$ cat src/rtl/isr_acc_pkg.sv
package isr_acc_pkg;
  localparam int unsigned WORD_W = 32;

  typedef enum logic [1:0] {
    OP_SHIFT   = 2'b00,
    OP_PUSH    = 2'b01,
    OP_PUSH_TH = 2'b10,
    OP_NOP     = 2'b11
  } isr_op_e;
endpackage

$ cat src/rtl/isr_rst_sync.sv
module isr_rst_sync #(
  parameter int unsigned STAGES = 2
) (
  input  logic clk_i,
  input  logic rst_ni,
  output logic rst_no
);
  logic [STAGES-1:0] sync_q;

  always_ff @(posedge clk_i or negedge rst_ni) begin
    if (!rst_ni) sync_q <= '0;
    else         sync_q <= {sync_q[STAGES-2:0], 1'b1};
  end

  assign rst_no = sync_q[STAGES-1];
endmodule

$ cat src/rtl/isr_shift_unit.sv
module isr_shift_unit #(
  parameter int unsigned DATA_W = isr_acc_pkg::WORD_W,
  localparam int unsigned FLD_W = $clog2(DATA_W),
  localparam int unsigned CNT_W = FLD_W + 1
) (
  input  logic [DATA_W-1:0] isr_i,
  input  logic [CNT_W-1:0]  cnt_i,
  input  logic [DATA_W-1:0] src_i,
  input  logic [FLD_W-1:0]  field_i,
  input  logic              dir_right_i,
  output logic [DATA_W-1:0] isr_o,
  output logic [CNT_W-1:0]  cnt_o
);
  logic [CNT_W-1:0]  amt;
  logic [DATA_W-1:0] keep_mask;
  logic [DATA_W-1:0] src_low;
  logic [CNT_W:0]    sum;

  // a zero field encodes the full word width
  always_comb begin
    if (field_i == '0) amt = CNT_W'(DATA_W);
    else               amt = {1'b0, field_i};
  end

  for (genvar i = 0; i < DATA_W; i++) begin : g_mask
    assign keep_mask[i] = (CNT_W'(i) < amt);
  end

  assign src_low = src_i & keep_mask;

  always_comb begin
    if (dir_right_i) isr_o = (isr_i >> amt) | (src_low << (CNT_W'(DATA_W) - amt));
    else             isr_o = (isr_i << amt) | src_low;
  end

  always_comb begin
    sum = {1'b0, cnt_i} + {1'b0, amt};
    if (sum > (CNT_W + 1)'(DATA_W)) cnt_o = CNT_W'(DATA_W);
    else                            cnt_o = sum[CNT_W-1:0];
  end
endmodule

$ cat src/rtl/isr_push_ctrl.sv
module isr_push_ctrl
  import isr_acc_pkg::*;
#(
  parameter int unsigned DATA_W = isr_acc_pkg::WORD_W,
  localparam int unsigned FLD_W = $clog2(DATA_W),
  localparam int unsigned CNT_W = FLD_W + 1
) (
  input  logic             en_i,
  input  logic             valid_i,
  input  logic [1:0]       op_i,
  input  logic             block_i,
  input  logic             full_i,
  input  logic             autopush_i,
  input  logic [FLD_W-1:0] thresh_i,
  input  logic [CNT_W-1:0] cnt_cur_i,
  input  logic [CNT_W-1:0] cnt_new_i,
  output logic             ready_o,
  output logic             push_o,
  output logic             clear_o,
  output logic             shift_en_o,
  output logic             sel_shift_o
);
  logic [CNT_W-1:0] thr_eff;
  logic             reach_cur, reach_new;
  logic             want_push, stall, is_shift, fire;
  isr_op_e          op;

  assign op = isr_op_e'(op_i);

  always_comb begin
    if (thresh_i == '0) thr_eff = CNT_W'(DATA_W);
    else                thr_eff = {1'b0, thresh_i};
  end

  assign reach_cur = (cnt_cur_i >= thr_eff);
  assign reach_new = (cnt_new_i >= thr_eff);

  always_comb begin
    want_push = 1'b0;
    stall     = 1'b0;
    is_shift  = 1'b0;
    unique case (op)
      OP_SHIFT: begin
        is_shift  = 1'b1;
        want_push = autopush_i & reach_new;
        stall     = want_push & full_i;
      end
      OP_PUSH: begin
        want_push = 1'b1;
        stall     = block_i & full_i;
      end
      OP_PUSH_TH: begin
        want_push = reach_cur;
        stall     = reach_cur & block_i & full_i;
      end
      default: begin
        want_push = 1'b0;
      end
    endcase
  end

  assign ready_o     = ~(valid_i & stall);
  assign fire        = valid_i & en_i & ~stall;
  assign push_o      = fire & want_push & ~full_i;
  assign clear_o     = fire & want_push;
  assign shift_en_o  = fire & is_shift;
  assign sel_shift_o = is_shift;
endmodule

$ cat src/rtl/isr_accum.sv
module isr_accum #(
  parameter int unsigned DATA_W = isr_acc_pkg::WORD_W,
  localparam int unsigned FLD_W = $clog2(DATA_W),
  localparam int unsigned CNT_W = FLD_W + 1
) (
  input  logic              clk_i,
  input  logic              rst_ni,
  input  logic              cfg_dir_right_i,
  input  logic              cfg_autopush_i,
  input  logic [FLD_W-1:0]  cfg_thresh_i,
  input  logic              cmd_valid_i,
  input  logic [1:0]        cmd_op_i,
  input  logic              cmd_block_i,
  input  logic [FLD_W-1:0]  cmd_count_i,
  input  logic [DATA_W-1:0] cmd_data_i,
  output logic              cmd_ready_o,
  input  logic              fifo_full_i,
  output logic              fifo_push_o,
  output logic [DATA_W-1:0] fifo_data_o,
  output logic [DATA_W-1:0] isr_o,
  output logic [CNT_W-1:0]  count_o
);
  logic              rst_n_sync;
  logic [DATA_W-1:0] isr_q, isr_d, isr_shifted;
  logic [CNT_W-1:0]  cnt_q, cnt_d, cnt_shifted;
  logic              clear, shift_en, sel_shift, upd_en;

  isr_rst_sync #(.STAGES(2)) u_rst (
    .clk_i  (clk_i),
    .rst_ni (rst_ni),
    .rst_no (rst_n_sync)
  );

  isr_shift_unit #(.DATA_W(DATA_W)) u_shift (
    .isr_i       (isr_q),
    .cnt_i       (cnt_q),
    .src_i       (cmd_data_i),
    .field_i     (cmd_count_i),
    .dir_right_i (cfg_dir_right_i),
    .isr_o       (isr_shifted),
    .cnt_o       (cnt_shifted)
  );

  isr_push_ctrl #(.DATA_W(DATA_W)) u_ctrl (
    .en_i        (rst_n_sync),
    .valid_i     (cmd_valid_i),
    .op_i        (cmd_op_i),
    .block_i     (cmd_block_i),
    .full_i      (fifo_full_i),
    .autopush_i  (cfg_autopush_i),
    .thresh_i    (cfg_thresh_i),
    .cnt_cur_i   (cnt_q),
    .cnt_new_i   (cnt_shifted),
    .ready_o     (cmd_ready_o),
    .push_o      (fifo_push_o),
    .clear_o     (clear),
    .shift_en_o  (shift_en),
    .sel_shift_o (sel_shift)
  );

  // next-state selection
  always_comb begin
    isr_d = isr_q;
    cnt_d = cnt_q;
    if (clear) begin
      isr_d = '0;
      cnt_d = '0;
    end else if (shift_en) begin
      isr_d = isr_shifted;
      cnt_d = cnt_shifted;
    end
  end

  assign upd_en = clear | shift_en;

  always_ff @(posedge clk_i or negedge rst_n_sync) begin
    if (!rst_n_sync) begin
      isr_q <= '0;
      cnt_q <= '0;
    end else if (upd_en) begin
      isr_q <= isr_d;
      cnt_q <= cnt_d;
    end
  end

  assign fifo_data_o = sel_shift ? isr_shifted : isr_q;
  assign isr_o       = isr_q;
  assign count_o     = cnt_q;
endmodule

$ cat config.mk
export PLATFORM = sky130hd
export DESIGN_NAME = isr_accum
export DESIGN_NICKNAME = d
export VERILOG_FILES = /design/src/rtl/isr_acc_pkg.sv /design/src/rtl/isr_rst_sync.sv /design/src/rtl/isr_shift_unit.sv /design/src/rtl/isr_push_ctrl.sv /design/src/rtl/isr_accum.sv
export SDC_FILE = /design/constraint.sdc
export NUM_CORES = 1
export LEC_CHECK = 0
export CELL_PAD_IN_SITES_DETAIL_PLACEMENT = 1
export CELL_PAD_IN_SITES_GLOBAL_PLACEMENT = 1
export CORE_ASPECT_RATIO = 1.1
export CORE_MARGIN = 1.5
export CORE_UTILIZATION = 30
export DETAILED_ROUTE_END_ITERATION = 16
export MAX_ROUTING_LAYER = met4
export PLACE_DENSITY_LB_ADDON = 0.1
export RECOVER_POWER = 100
export SLEW_MARGIN = 20
export SYNTH_ARGS = -nofsm -noshare
export SYNTH_HDL_FRONTEND = slang
export SYNTH_SLANG_ARGS = --single-unit
$ cat constraint.sdc
create_clock -name clk_i -period 9.55 [get_ports clk_i]
set_clock_uncertainty 0.05 [all_clocks]
set_input_delay 1.4325 -clock clk_i [delete_from_list [all_inputs] [get_ports clk_i]]
set_output_delay 1.4325 -clock clk_i [all_outputs]
set_load 0.005 [all_outputs]
# Yosys cells after proc, flatten, opt, wreduce, memory -nomap -nowiden
# Index checks and enable logic that the tools add are counted.
# op_classes
n_addsub	2
n_lt_le_gt_ge	35
n_eq_ne	2
shifts	3
muxes	12
bitwise	18
n_reduce_logical	5
# ops
operator	n
32-bit two-way mux	4
5-bit by 6-bit less-than comparator with 1-bit output, first input constant	16
32-bit OR	2
32-bit by 6-bit left shift with 32-bit output	2
4-bit by 6-bit less-than comparator with 1-bit output, first input constant	8
32-bit AND	1
32-bit by 6-bit right shift with 32-bit output	1
6-bit two-way mux	5
3-bit by 6-bit less-than comparator with 1-bit output, first input constant	4
6-bit >= comparator	2
1-bit by 6-bit less-than comparator with 1-bit output, first input constant	2
2-bit by 6-bit less-than comparator with 1-bit output, first input constant	2
1-bit AND	11
5-bit logical NOT	2
6-bit by 6-bit adder with 7-bit output	1
7-bit by 6-bit > comparator with 1-bit output, second input constant	1
1-bit case mux with 3 select lines	2
6-bit subtractor, first input constant	1
1-bit inverter	3
2-bit by 1-bit equality test with 1-bit output, second input constant	1
2-bit equality test, second input constant	1
2-bit logical NOT	1
2-bit AND reduction	1
2-bit nonzero test	1
2 further kinds	2
# totals
ff_bits	40
in_bits	51
output_inout_bits	72
word_cells	80

# Logic depth before layout (Yosys ltp)
# logic_depth
word_depth	14
ltp_mapped	26

# By module
# Synthesis repeated with hierarchy kept, for this count alone.
# unflattened
hier_cells	1187
hier_area_um2	9142.5
# modules_own_cells
module	instances	cells_per_inst	area_per_inst_um2	seq_area_each_um2
isr_shift_unit	1	966	6577.6	0.0
isr_accum	1	158	2060.7	950.9
isr_push_ctrl	1	60	450.4	0.0
isr_rst_sync	1	3	53.8	50.0

# Least setup slack after synthesis
# OpenSTA, ideal clock, no wires.
# synth_timing
path_type	input port to output port
start	input cmd_count_i[0]
end	output cmd_ready_o
arrival_time_ns	5.435
required_ns	8.068
setup_slack_ns	2.632
stages	20
cell_sequence	buf_4 > buf_2 > buf_2 > buf_2 > clkbuf_1 > clkbuf_1 > ha_1 > ha_1 > a21o_1 > maj3_1 > maj3_1 > nand2b_1 > mux2_2 > nor4_1 > ha_1 > a21o_1 > a31oi_1 > a2bb2oi_1 > o32ai_1 > nand3_1
# synth_via
elab_chain_len	11
# synth_rtl
item	line_no	rtl
start, declared	isr_accum.sv:14	input logic [FLD_W-1:0] cmd_count_i,
5-bit logical NOT	isr_shift_unit.sv:21	if (field_i == '0) amt = CNT_W'(DATA_W);
6-bit two-way mux *	isr_shift_unit.sv:21	
6-bit by 6-bit adder with 7-bit output *	isr_shift_unit.sv:37	sum = {1'b0, cnt_i} + {1'b0, amt};
7-bit by 6-bit > comparator with 1-bit output	isr_shift_unit.sv:38	if (sum > (CNT_W + 1)'(DATA_W)) cnt_o = CNT_W'(DATA_W);
6-bit two-way mux *	isr_shift_unit.sv:38	
6-bit >= comparator *	isr_push_ctrl.sv:36	assign reach_new = (cnt_new_i >= thr_eff);
1-bit AND *	isr_push_ctrl.sv:45	want_push = autopush_i & reach_new;
1-bit AND *	isr_push_ctrl.sv:46	stall = want_push & full_i;
1-bit case mux with 3 select lines *	isr_push_ctrl.sv:42	unique case (op)
1-bit AND *	isr_push_ctrl.sv:62	assign ready_o = ~(valid_i & stall);
1-bit inverter *	isr_push_ctrl.sv:62	
end, declared	isr_accum.sv:16	output logic cmd_ready_o,
# Mark *: on every way between the ends. The rest lies on a longest branch, timed or not.

# Worst setup path after layout
# layout_timing
start	input cmd_count_i[1]
end	output fifo_data_o[15]
# layout_via
elab_chain_len	8
word_cells_on_any_way	43
# layout_rtl
item	line_no	rtl
5-bit logical NOT	isr_shift_unit.sv:21	
6-bit two-way mux *	isr_shift_unit.sv:21	
1-bit by 6-bit less-than comparator with 1-bit output (tied with other cells)	isr_shift_unit.sv:26	assign keep_mask[i] = (CNT_W'(i) < amt);
32-bit AND	isr_shift_unit.sv:29	assign src_low = src_i & keep_mask;
32-bit by 6-bit left shift with 32-bit output	isr_shift_unit.sv:32	if (dir_right_i) isr_o = (isr_i >> amt) | (src_low << (CNT_W'(DATA_W) - amt));
32-bit OR	isr_shift_unit.sv:32	
32-bit two-way mux *	isr_shift_unit.sv:32	
32-bit two-way mux *	isr_accum.sv:86	assign fifo_data_o = sel_shift ? isr_shifted : isr_q;
end, declared	isr_accum.sv:19	output logic [DATA_W-1:0] fifo_data_o,
# Marked as above.

==> metrics.cfg <==
[clocking]
cts_buffers = 5
cts_hold_buf = 0
worstSkewPairLatency_ns = 0.30
post_cts_resized = 0
clock-sinks = 40
cts_tree = built
cts_setup_buffers = 0
cts.path.max_buffers = 2
cts-htree-levels = 2
cts-root-buf = clkbuf_16
clk_pin_slew_ns = 0.07

[worst_hold_path]
hold_start = u_rst.sync_q[0]$_DFF_PN0_
whs_path_depth = 0
hold_end = u_rst.sync_q[1]$_DFF_PN0_
hold_class = flip-flop to flip-flop

[job]
maxCapViolations = 1

[sta]
setup_tns_ns = 0
maxSlewViolCount = 41
finalSetupViolCount = 0
rsz0062_at_grt = false
min_period_ns = 8.528
hold_viol = 0
maxSlewHeadroom = -0.5808
min_period_over_period = 0.8930
fmax_mhz = 117.3
worstMarginPinSlew_ns = 2.371

[synth]
synth.most_common_cell = nand2_1
synth_area_leader_cell = dfrtp_1
synth-seq-cells = 40
synthTopCellsByCount = nand2_1 (171), nor2_1 (99), o21ai_0 (90)
syn_area_mm2 = 0.009178
yosysSeqAreaShare = 0.1091
ys_types = 97
syn_inst = 1231
synth_edf_count = 0
synth_top_area_frac = 0.1091
synthArstFlopShare = 1.000
synth_flop_cell = dfrtp_1
syn-num-nets = 1305
yosys_warnings = 0
synth.avg_cell_area_um2 = 7.455
ys_top_cells_by_area = dfrtp_1 (11%), mux2i_1 (8.9%), mux2_2 (8.1%)

[floorplanning]
coreArea_mm2 = 0.02981
ios = 123
start_util = 0.3079
die_area_mm2 = 0.03165
die_w_um = 169.8
die_h_um = 186.4
rows = 66

[place]
gp_congestion = 0.9887
placed_area_mm2 = 0.01052
dp_hpwl_um = 40210
port_buffers = 122

[final_layout]
synthToLayoutAreaGrowth_pct = 15.72
post-route-util = 0.3562
finalInstanceArea_mm2 = 0.01062
drive_gt1_frac = 0.1253
diodes = 0
layout.nets = 1342

[grt]
grt_max_degree = 68
grt_pass1_wl_um = 76160
grt_pass1_vias = 10600
antenna_found_initial = 0
overflow = 0
grt_usage = 0.3354

[route]
vias = 10790
drc = 0
drtIter0Drc = 1087
routedWlPerCell_um = 30.95
ant_nets = 0
drt-total-wl_um = 51900
firstDrtPassIters = 5
via_per_inst = 6.436

[critical_path]
crit_type = primary input to primary output
arrival_ns = 7.05
rr_endpoint = isr_o[21]$_DFFE_PN0P_
regToRegSetupSlack_ns = 3.57
crit_fanout = 29
r2r_cells = 18
cp.required_ns = 8.07
start_kind = primary input
cp-end-kind = primary output
worstReg2RegStart = count_o[0]$_DFFE_PN0P_

[pwr]
p_leak_nw = 4.146
vdd_drop_max_mv = 0.09197
powerDensity_mw_per_mm2 = 202.5

[status]
violations = capacitance limit, slew limit
status = finished, violations left

area by class of cell:
type	count	area (um2)
repair buffers	149	1386
inverters	27	101.3
clock buffers	5	125.1
multi-input cells	1045	7471
well taps	408	510.5
flip-flops and latches	40	1002
clock inverters	3	23.77
fillers	3667	19190
per-layer routing:
layer  share of wire  GRT usage  vias to the layer above
met4           0.055     0.1572                        0
met3           0.057    0.03181                      114
met5               0          -                        -
li1                -          -                     4775
met1            0.43     0.4442                     5446
met2            0.45     0.5126                      458
cells by family (layout without fill, tap and decap cells):
logic type / Yosys count / count (layout) / synth area share
compound gates: 420 / 420 / 0.3246
fa+ha+maj: 25 / 25 / 0.03354
other cells: 1 / 1 / 0.0004086
buf+inv: 146 / 184 / 0.07798
xor+xnor: 14 / 14 / 0.01541
simple gates: 416 / 416 / 0.2170
mux: 169 / 169 / 0.2219
flops: 40 / 40 / 0.1091
flip-flops by register name, summed over array words and instances (netlist names):
register and flops:
u_rst.sync_q 2, count_o 6, isr_o 32
worst max path at each step:
| stage | from | to |
|---|---|---|
| 6_report | cmd_count_i[1] | fifo_data_o[15] |
| 5_1_grt | cmd_count_i[1] | fifo_data_o[15] |
| 4_1_cts | cmd_count_i[1] | fifo_data_o[30] |
| 3_5_place_dp | cmd_count_i[1] | fifo_data_o[30] |
| 3_3_place_gp | cmd_count_i[1] | fifo_data_o[30] |
| 2_1_floorplan | cmd_count_i[0] | cmd_ready_o |
worst max-delay path: stages:
cell and delay, ns:
buf_4 0.24, inv_1 0.83, ha_1 0.87, xor2_2 0.65, clkbuf_1 0.47, nor3_1 0.20
inv_1 0.14, o221ai_1 0.14, a2111oi_0 0.77, o21ai_0 0.45, o21ai_0 0.28, clkdlybuf4s50_1 0.55
placed cells by master, fill, tap and decap left out, types with 7 or more instances in the layout:
cell type,n
and2_1,7
nor3_1,20
a21o_1,10
a32o_1,10
nand2b_1,12
o22ai_1,17
o211ai_1,24
nand2_1,171
or3_1,8
nor2_1,99
xnor2_1,9
dfrtp_1,39
dlygate4sd3_1,59
mux2i_1,82
nor2b_1,13
o32ai_1,8
o221ai_1,13
o2bb2ai_1,7
ha_1,23
mux2_2,63
and3_1,11
a21oi_1,65
buf_4,26
clkdlybuf4s50_1,57
o31ai_1,14
nand3_1,27
o21ai_0,96
a211oi_1,14
mux4_2,19
a31oi_1,12
a22o_1,24
inv_1,23
a221oi_1,16
o2111ai_1,8
where the power goes:
part           switching, mW  internal [mW]  total [mW]
Clock                 0.0839         0.0976       0.181
Sequential             0.207          0.240       0.448
Combinational          0.837          0.685        1.52
Total                   1.13           1.02        2.15
through the flow:
stage                     hold WS, ns  worst slack (ns)  instances  total power, mW
after floorplan                0.2812             2.632       1231            1.267
after global placement         0.2862             1.807       1668            1.989
after detailed placement       0.2958             1.809       1668            1.992
after CTS                      0.3120             1.812       1676            2.185
after global routing           0.3162            0.7371       1677            2.287
final                          0.3057             1.022       1677            2.151
Power figures use the tool's default switching activity.
